**src/rtl/lru_ages.sv**
```systemverilog
module lru_ages #(
  parameter int WAYS = 4,
  parameter int SETS = 8,
  localparam int AW = (WAYS > 1) ? $clog2(WAYS) : 1,
  localparam int SW = (SETS > 1) ? $clog2(SETS) : 1
) (
  input  logic          clk,
  input  logic          rst_n,
  input  logic          acc_valid,
  input  logic [SW-1:0] acc_set,
  input  logic [AW-1:0] acc_way,
  input  logic [SW-1:0] qry_set,
  output logic [AW-1:0] victim_way
);

  localparam logic [AW-1:0] TOP = AW'(WAYS - 1);

  logic [SETS-1:0][WAYS-1:0][AW-1:0] age;
  logic [WAYS-1:0][AW-1:0] row;

  assign row = age[qry_set];

  always_ff @(posedge clk or negedge rst_n) begin
    if (!rst_n) begin
      for (int s = 0; s < SETS; s++)
        for (int w = 0; w < WAYS; w++)
          age[s][w] <= AW'(w);
    end else if (acc_valid) begin
      for (int w = 0; w < WAYS; w++) begin
        if (AW'(w) == acc_way)
          age[acc_set][w] <= TOP;
        else if (age[acc_set][w] != '0)
          age[acc_set][w] <= age[acc_set][w] - 1'b1;
      end
    end
  end

  always_comb begin
    victim_way = '0;
    for (int w = WAYS - 1; w >= 0; w--)
      if (row[w] == '0) victim_way = AW'(w);
  end

endmodule

```
**config.mk**
```make
export PLATFORM = sky130hd
export DESIGN_NAME = lru_ages
export DESIGN_NICKNAME = d
export VERILOG_FILES = /design/src/rtl/lru_ages.sv
export SDC_FILE = /design/constraint.sdc
export NUM_CORES = 1
export LEC_CHECK = 0
export BUFFER_PORTS_ARGS = -buffer_cell sky130_fd_sc_hd__buf_2
export CAP_MARGIN = 15
export CORE_MARGIN = 5
export CORE_UTILIZATION = 62
export DETAILED_ROUTE_END_ITERATION = 7
export HOLD_SLACK_MARGIN = 0.12
export PLACE_DENSITY = 0.8
export SYNTH_ARGS = -nofsm -noshare
export SYNTH_HDL_FRONTEND = slang
export SYNTH_SLANG_ARGS = --single-unit
```
**constraint.sdc**
```tcl
create_clock -name clk -period 2.85 [get_ports clk]
set_clock_uncertainty 0.05 [all_clocks]
set_input_delay 0.57 -clock clk [delete_from_list [all_inputs] [get_ports clk]]
set_output_delay 0.57 -clock clk [all_outputs]
set_load 0.03 [all_outputs]
```
Word-level counts from Yosys, hierarchy flattened
Index checks and enable logic that the tools add are counted.
{"block": "word_totals", "reg_bits": 64, "word_cells": 87, "out_inout_bits": 2}
{"block": "op_classes", "reduce_logical": 10, "mux": 31, "addsub": 4, "bitwise_logic": 4, "order_cmp": 3, "n_eq_ne": 3}
{"cell": "2-to-1 mux 64 bit", "count": 11}
{"cell": "bitwise mux 64 bit", "count": 4}
{"cell": "OR 64 bit", "count": 4}
{"cell": "demux 8 bit (select 3 bit)", "count": 4}
{"cell": "binary-select mux 8 bit (select 3 bit)", "count": 2}
{"cell": "2-to-1 mux 8 bit", "count": 3}
{"cell": "zero test 2 bit", "count": 5}
{"cell": "2-to-1 mux 2 bit", "count": 5}
{"cell": "< comparator 3 x 4 -> 1 bit, second input constant", "count": 2}
{"cell": "nonzero test 2 bit", "count": 4}
{"cell": "subtractor 2 x 1 -> 2 bit, second input constant", "count": 4}
{"cell": "2-to-1 mux 6 bit", "count": 1}
{"cell": "equality test 2 bit, first input constant", "count": 2}
{"cell": "2-to-1 mux 4 bit", "count": 1}
{"cell": "greater-or-equal comparator 3 x 1 -> 1 bit, second input constant", "count": 1}
{"cell": "equality test 1 x 2 -> 1 bit, first input constant", "count": 1}
{"cell": "logical AND 1 bit", "count": 1}

Depth between registers and ports, before layout
Gate-level depths: netlist of run 1.
{"block": "logic_depth", "ltp_word": 19, "depth_mapped": 14, "depth_no_buf": 11}

Worst setup path before layout of run 1
No wires, ideal clock.
{"block": "synth_timing", "kind": "input to register", "startpoint": "input port acc_set[2]", "endpoint": "register age[56] (netlist bit)", "arrival_ns": 2.673, "stages": 10, "setup_ns": 0.121, "setup_slack_ns": 0.006, "path_cell_list": "buf_4 -> buf_2 -> buf_2 -> clkbuf_8 -> nor3_1 -> a221oi_1 -> ha_1 -> or4b_4 -> buf_6 -> o22a_1"}
{"block": "synth_via", "elab_chain_len": 19, "word_cells_on_any_way": 37}
{"item": "start, declared", "line": "10", "source": "input logic [SW-1:0] acc_set,"}
{"item": "< comparator 3 x 4 -> 1 bit (not written as such) or greater-or-equal comparator 3 x 1 -> 1 bit (tied branches)", "line": "31, 33"}
{"item": "logical AND 1 bit (not written as such)", "line": "31, 33"}
{"item": "2-to-1 mux 2 bit (not written as such)", "line": "31, 33"}
{"item": "demux 8 bit (select 3 bit)", "line": "31, 33"}
{"item": "bitwise mux 64 bit", "line": "33", "source": "age[acc_set][w] <= age[acc_set][w] - 1'b1;"}
{"item": "2-to-1 mux 64 bit", "line": "32", "source": "else if (age[acc_set][w] != '0)"}
{"item": "2-to-1 mux 64 bit", "line": "30", "source": "if (AW'(w) == acc_way)"}
{"item": "2-to-1 mux 64 bit", "line": "28", "source": "end else if (acc_valid) begin"}
{"item": "[3 not listed]"}
{"item": "2-to-1 mux 64 bit", "line": "28"}
{"item": "bitwise mux 64 bit", "line": "33"}
{"item": "2-to-1 mux 64 bit", "line": "32"}
{"item": "2-to-1 mux 64 bit", "line": "30"}
{"item": "2-to-1 mux 64 bit", "line": "28"}
{"item": "bitwise mux 64 bit", "line": "33"}
{"item": "2-to-1 mux 64 bit", "line": "32"}
{"item": "2-to-1 mux 64 bit *", "line": "30"}
{"item": "end signal, assigned by index", "line": "27", "source": "age[s][w] <= AW'(w);"}
{"item": "end signal, assigned by index", "line": "33"}
{"item": "end, declared", "line": "18", "source": "logic [SETS-1:0][WAYS-1:0][AW-1:0] age;"}
Every way passes the cells marked *; elsewhere a longest branch is shown, timed or not. The select of a mux whose other input is x is not followed.
A chain may end at the register's enable or synchronous reset.

Worst setup path after layout of run 1
{"block": "layout_timing", "startpoint": "input port qry_set[1]", "endpoint": "output port victim_way[0]"}
{"block": "layout_via", "elab_chain_len": 7, "word_cells_on_any_way": 10}
{"item": "start, declared", "line": "12", "source": "input logic [SW-1:0] qry_set,"}
{"item": "binary-select mux 8 bit (select 3 bit) *", "line": "21", "source": "assign row = age[qry_set];"}
{"item": "2-to-1 mux 8 bit (not written as such) *", "line": "21"}
{"item": "zero test 2 bit", "line": "41", "source": "if (row[w] == '0) victim_way = AW'(w);"}
{"item": "2-to-1 mux 2 bit (3 in a row)", "line": "41"}
{"item": "2-to-1 mux 2 bit *", "line": "41"}
{"item": "end, declared", "line": "13", "source": "output logic [AW-1:0] victim_way"}
Marked as above.

==> results of run 1 <==
metrics by stage:
| step | util | cells | cell area [um^2] | hold WS (ns) | setup TNS [ns] |
|---|---|---|---|---|---|
| after floorplan | - | 361 | 3660 | 0.224 | 0 |
| after global placement | 0.659 | 443 | 3830 | 0.443 | 0 |
| after detailed placement | 0.659 | 443 | 3830 | 0.452 | -0.164 |
| after CTS | 0.699 | 459 | 4070 | 0.181 | 0 |
| after global routing | 0.701 | 459 | 4080 | 0.194 | 0 |
| final | 0.701 | 459 | 4080 | 0.169 | 0 |
metal layers:
metal	wire length (um)	vias up	track usage
met5	0	-	0
met4	456	0	0.163
met3	697	43	0.0523
li1	-	1410	-
met2	4420	171	0.414
met1	4050	1559	0.360
cell families after synthesis:
family	count (synthesis)	synth area share
and+or+nand+nor	137	0.185
muxes	19	0.0683
adders and majority gates	4	0.0137
buffers and inverters	24	0.0465
AOI/OAI and AO/OA	113	0.238
DFF	64	0.448
where the power goes:
part / leakage [uW] / switching [uW] / internal, uW / total (uW)
combinational: 0.000789 / 536 / 588 / 1120
sequential: 0.000682 / 397 / 1480 / 1870
clock: 0.000120 / 363 / 580 / 943
Yosys cell counts, types with 7 or more instances:
library cell	instances
sky130_fd_sc_hd__nor3_1	18
sky130_fd_sc_hd__nor2_1	63
sky130_fd_sc_hd__dfstp_2	32
sky130_fd_sc_hd__a211oi_1	7
sky130_fd_sc_hd__dfrtp_1	32
sky130_fd_sc_hd__a21oi_1	21
sky130_fd_sc_hd__o22a_1	48
sky130_fd_sc_hd__a2bb2oi_1	14
sky130_fd_sc_hd__mux2i_1	13
sky130_fd_sc_hd__nand2_1	17
sky130_fd_sc_hd__clkbuf_1	9
path summary, 6_finish.rpt:
path	startpoint	end	slack, ns	cells past startpoint
min in group clk	age[34]	age[34]	0.46	1
min	rst_n	age[16]	0.17	2
max reg2reg	age[9]	age[16]	0.52	10
max in group asynchronous	rst_n	age[10]	2.25	2
min reg2reg	age[34]	age[34]	0.46	1
max	qry_set[1]	victim_way[0]	0.15	7
worst register-to-register path, stage by stage, from the launching register on:
cell and delay, ns:
sky130_fd_sc_hd__dfrtp_1 0.41, sky130_fd_sc_hd__mux2i_1 0.14, sky130_fd_sc_hd__nor2_1 0.06, sky130_fd_sc_hd__a311oi_1 0.33, sky130_fd_sc_hd__a21oi_1 0.07, sky130_fd_sc_hd__a221oi_1 0.27, sky130_fd_sc_hd__ha_1 0.24, sky130_fd_sc_hd__o21ai_0 0.09
sky130_fd_sc_hd__nand2_1 0.25, sky130_fd_sc_hd__nor2_1 0.13, sky130_fd_sc_hd__o22a_1 0.18
area by class of cell:
cell class              count  area, um^2
fillers                   457        1740
clock buffers              10         128
flip-flops and latches     64        1640
clock inverters             6         109
well taps                  75        93.8
multi-input cells         273        1860
inverters                   2        7.51
repair buffers             29         243
==> results.txt, run 1 <==
The root buffer cell chosen for the clock tree is sky130_fd_sc_hd__clkbuf_8. The number of antenna diodes in the final layout is 0. Relative to the synthesized area, the layout overhead comes to 11.4%. The total I/O pin count came out at 13. The combined area of all synthesized cells is approximately 0.0037 mm^2. The portion of the post-synthesis area used by sequential elements came out at 0.448. In the routed design, unresolved DRC markers number 0. The worst-margin pin slew came out at roughly 1.1 ns. The total power draw came out at slightly below 4000 uW. In this design, the largest share of critical-path delay is due to simple AND/OR/NAND/NOR gates. The count of TritonRoute iterations in the first routing pass came out at 5.

The worst setup slack after layout came out at between 0.1 and 0.15 ns. Walking the worst path, the cells encountered are buf_2 -> nand2b_1 -> a211oi_1 -> or4_1 -> o21ai_0 -> and2_1 -> clkbuf_4. The peak fanout along the critical path came out at 7. The final route contains ~3,200 vias. For this design the static power due to leakage is roughly 0.0016 uW. Of the available clock period, the critical path in the final layout requires 0.948. The total number of clock tree sinks is between 60 and 70. The insertion delay to the later sink of the worst-skew pair came out at around 0.35 ns. The detailed-route wire length per cell is around 21 um. The library cell used most frequently in the layout, excluding fill and tap cells, is sky130_fd_sc_hd__nor2_1. The synthesis warning total came out at 0. The share of post-route cells with drive strength above 1 is 0.242.

The synthesized area per cell is about 10 um^2. The data required time at the worst endpoint came out at approximately 2.2 ns. Static timing analysis puts the maximum clock frequency at between 300 and 400 MHz.

The aggregate global-route resource usage is 0.272. Dividing the detail-routed via count by the number of cells gives 6.93. The number of max-cap violations is 0. The starting density of the core came out at 0.630. Yosys attributes the largest share of cell area to sky130_fd_sc_hd__dfstp_2 23%, sky130_fd_sc_hd__dfrtp_1 22%, sky130_fd_sc_hd__o22a_1 11%, sky130_fd_sc_hd__nor2_1 6.5%, sky130_fd_sc_hd__mux2i_1 3.6%. The via count of the first global-routing pass came out at about 3,200.

Measured against its own limit, the worst slew margin works out to 0.241. The post-cts repair resize count came out at 0. The total congestion overflow is 0.

Counting both buffers and inverters, the worst setup path holds a total of 2. The die outline area is roughly 0.0075 mm^2. The net count after synthesis came out at approximately 380. The post-detailed-routing wire length is 9630 um.

TritonCTS built the clock tree. The clock-pin slew reported for the worst setup and hold paths after clock tree synthesis is ~0.070 ns. The initialized floorplan defines 28 standard-cell rows. The total count of hold-check failures in the final report is 0.

The number of antenna violations at the first check in global routing came out at 0. The largest registers in the layout are age (64). In this run, synthesis produced a sequential element count of 64. The post-detailed-placement half-perimeter wirelength came out at about 6700 um. The setup path with the least slack is of type input port to output pin. The number of nets in the final layout came out at approximately 400.

The register with the most flip-flops in the layout has 64 of them. The number of routed nets with antenna violations came out at 0. At the worst endpoint, the arrival time is 2.08 ns. The total count of max-transition violations in the final report came out at 0. The number of buffers created by CTS is 9.

Before CTS, the worst setup slack after placement is -0.0274 ns. The number of post-CTS setup repair buffers is 0. The instance count of the mapped netlist came out at 361. The largest individual stage delay along the critical path comes from the cell sky130_fd_sc_hd__or4_1. The post-synthesis cell type count came out at 55.

The hold-fix buffer count after cts came out at 0. The register with the most flip-flops in the final layout is age. The global-route wire length before repair came out at between 15,000 and 20,000 um. The most used flip-flop cell after synthesis is sky130_fd_sc_hd__dfstp_2. The count of buffers from port buffering is 12. Entering global routing, the biggest net connects 65 pins. The path type of the worst min-delay path is input port to asynchronous set/reset pin. The number of synthesized flops with an enable pin came out at 0. sky130_fd_sc_hd__dfstp_2 takes more of the synthesized area than any other cell. The largest incremental delay on the critical path is 0.57 ns. The time the worst path needs with I/O delays and setup is 2.70 ns. The maximum level of the CTS H-tree is 3. In this run the vertical extent of the chip is 86.8 um. Measured along the x axis, the die boundary spans 86.8 um. In this run the standard cell core region covers ~0.0058 mm^2. The worst setup path is launched from an input port. The fraction of synthesis flops using an asynchronous set or reset pin came out at 1.00. The share of synthesized area in the top cell type comes to 0.230.

The run finished with clean final reports. The largest vdd supply drop came out at about 510 uV. Setup repair after global routing left no endpoint under its margin. The worst setup path is captured at an output pin. Setup violations remaining at the end of the flow were counted as 0. The maximum root-to-sink buffer count is 2. Routability-driven placement finished with a final weighted congestion of 0.946.

The total power per unit cell area came out at around 970 mW/mm^2. The number of violations reported at the end of detailed-routing iteration 0 is 317. The top cell types in the final layout, fill and taps aside, are 63 x sky130_fd_sc_hd__nor2_1, 48 x sky130_fd_sc_hd__o22a_1, 32 x sky130_fd_sc_hd__dfrtp_1, 32 x sky130_fd_sc_hd__dfstp_2, 21 x sky130_fd_sc_hd__a21oi_1.
(Power assumes the default switching activity.)
==> run 2, diff against run 1 <==
==> constraint.sdc (replaced) <==
create_clock -name clk -period 2.85 [get_ports clk]
set_clock_uncertainty 0.05 [all_clocks]
set_input_delay 0.1425 -clock clk [delete_from_list [all_inputs] [get_ports clk]]
set_output_delay 0.1425 -clock clk [all_outputs]
set_load 0.03 [all_outputs]
==> results.txt, run 2 (synthesis gave the netlist of run 1 again) <==
The flow ran to the end, and the final reports show no timing, DRC or antenna violations. In this run the critical register-to-register path is launched from age[15]. The post-detailed-route via-to-cell ratio came out at 6.82 (-1.6%). The pin count of the biggest net entering global routing came to 39 (-40%). The setup total negative slack came out at 0 ns (unchanged).

Leaving out fill and tap cells, the most frequent cell in the layout is sky130_fd_sc_hd__nor2_1. The antenna diode instance count is 0 (unchanged). The global-route wire length before repair was 15,800 um (+1.1%).

TritonCTS built the clock tree. The worst setup path is of the flip-flop to flip-flop kind. The count of vias placed by the detailed router came out at 3,104 (-2.5%). The path class of the tightest hold or removal check is input port to asynchronous set/reset pin.

The maximum level of the CTS H-tree is 3 (unchanged). Among all stages on the critical path, the largest delay is contributed by sky130_fd_sc_hd__dfstp_2. The largest incremental delay on the critical path came out at 0.38 ns (-0.19 ns). The aggregate global-route resource usage is 0.275 (+0.00303). The final weighted congestion in routability-driven placement came out at 0.959 (+1.4%). The flip-flop count of the largest register, all copies and words added was 64 (unchanged). The maximum operating frequency is 428 MHz (+15%).

The worst-margin pin slew came to 1.13 ns (+0.000750 ns). The detailed-route wire length per cell is 21.2 um (+0.96%). The total power per unit cell area is 934 mW/mm^2 (-3.3%). The total count of hold-check failures in the final report came out at 0 (unchanged).

The count of buffers from port buffering came to 12 (unchanged). Setup repair after global routing left no endpoint under its margin. The arrival time reported for the critical path endpoint came out at 2.56 ns (+0.48 ns). The starting density of the core came out at 0.630 (unchanged).

The total number of clock tree sinks came to 64 (unchanged). The number of max-cap violations came out at 0 (unchanged). The width of the die is 86.8 um (unchanged).

The maximum root-to-sink buffer count is 2 (unchanged). The DRC violation count after routing is 0 (unchanged). The via count of the first global-routing pass is 3,101 (-2.5%). The area of the core is 0.00582 mm^2 (unchanged). The post-detailed-routing wire length is 9630 um (about the same). The post-cts repair resize count came out at 0 (unchanged).

The count of TritonRoute iterations in the first routing pass is 5 (unchanged). The total I/O pin count is 13 (unchanged). The number of buffers created by CTS came to 9 (unchanged).

The total power draw is 3670 uW (-6.8%). The total congestion overflow came out at 0 (unchanged). The signal on the critical path passes through mux2_2 -> a221oi_1 -> a21oi_1 -> a221oi_1 -> ha_1 -> and3b_1 -> o31ai_1 -> o22a_1. The peak fanout along the critical path is 8 (+1). The worst-case headroom to the max-slew limit came out at 0.241 (-0.000505).

The clock-pin slew reported for the worst setup and hold paths after clock tree synthesis came out at 0.08 ns (about the same). The leakage power total is 0.00152 uW (-4.5%). The total count of max-transition violations in the final report came out at 0 (unchanged).

The insertion delay to the later sink of the worst-skew pair was 0.34 ns (about the same). The launching element type of the critical path is a flip-flop. The die outline area was 0.00754 mm^2 (unchanged).

The worst setup path is captured at a flip-flop. The number of violations reported at the end of detailed-routing iteration 0 came out at 343 (+8.2%). The time the worst path needs with I/O delays and setup was 2.34 ns (-0.362 ns).

The post-detailed-placement half-perimeter wirelength is 6780 um (+1.2%). The number of antenna violations at the first check in global routing came out at 0 (unchanged). The height of the die is 86.8 um (unchanged). The ratio of final minimum period to clock period is 0.821 (-0.127). The count of final setup violators came out at 0 (unchanged). The library cells used most frequently in the layout, excluding fill and tap cells, are 63 x sky130_fd_sc_hd__nor2_1, 48 x sky130_fd_sc_hd__o22a_1, 32 x sky130_fd_sc_hd__dfrtp_1, 32 x sky130_fd_sc_hd__dfstp_2, 21 x sky130_fd_sc_hd__a21oi_1. The data required time at the worst endpoint came out at 3.07 ns (+0.84 ns). In this run the clock root is driven by a sky130_fd_sc_hd__clkbuf_8. In this design, the critical path's most frequently occurring cell is sky130_fd_sc_hd__a221oi_1.

The site row count came out at 28 (unchanged). The synthesis-to-layout area growth came out at 7.42%. The number of routed nets with antenna violations is 0 (unchanged). The number of nets in the final layout came out at 390 (-1.0%). More flip-flops sit in one register than any other, and that register is age. The number of fillers in the final layout is 467 (+2.2%). The largest vdd supply drop came out at 579 uV (+13%). The share of post-route cells with drive strength above 1 is 0.224 (-0.0185). The beginning of the critical path is age[15]. The largest registers in the layout are age (64).
run 2: path summary, 6_finish.rpt:
kind | cells after the start | to | slack [ns]
max reg2reg | 8 | age[62] | 0.51
min reg2reg | 1 | age[42] | 0.46
max | 8 | age[62] | 0.51
max in group asynchronous | 3 | age[5] | 1.76
min | 2 | age[1] | 0.29
min in group clk | 4 | age[50] | 0.33
run 2: final cells by class:
class,instances,area [um^2],area share
clock buffer,13,149,0.0379
clock inverter,3,18.8,0.00477
inverter,2,7.51,0.00191
multi-input combinational,273,1850,0.470
sequential,64,1640,0.417
tap,75,93.8,0.0239
timing repair buffer,25,173,0.0439
run 2: timing repair:
action,CTS,global route
setup buffers,0,0
hold buffers,1,0
endpoints found under the hold margin,8,0
run 2: per-stage QoR:
step | worst slack, ns | hold slack [ns] | cells | util | cell area, um^2
after floorplan | 0.434 | -0.203 | 361 | - | 3660
after global placement | 0.347 | 0.125 | 438 | 0.646 | 3750
after CTS | 0.526 | 0.301 | 455 | 0.676 | 3930
final | 0.511 | 0.295 | 455 | 0.676 | 3930
after detailed placement | 0.230 | 0.138 | 438 | 0.646 | 3750
after global routing | 0.328 | 0.328 | 455 | 0.676 | 3930
run 2: where the power goes:
group / internal [uW] / total (uW) / switching [uW]
combinational: 579 / 1110 / 535
clock: 340 / 689 / 349
sequential: 1480 / 1870 / 395
total: 2390 / 3670 / 1280
run 2: critical path: cells and delay by family, from the launching register on:
kind	cells	cell delay, ns
AO/OA/AOI/OAI	5	1.16
multiplexers	1	0.26
flip-flops	1	0.38
AND/OR/NAND/NOR	1	0.20
adder cells (fa/ha/maj)	1	0.21
run 2: layer usage:
layer  share of wire  track usage  up-vias  wire length, um
li1                -            -     1400                -
met1            0.43        0.361     1489             4110
met2            0.45        0.415      175             4350
met3           0.077       0.0665       40              741
met4           0.045        0.157        0              434
met5               0            0        -                0
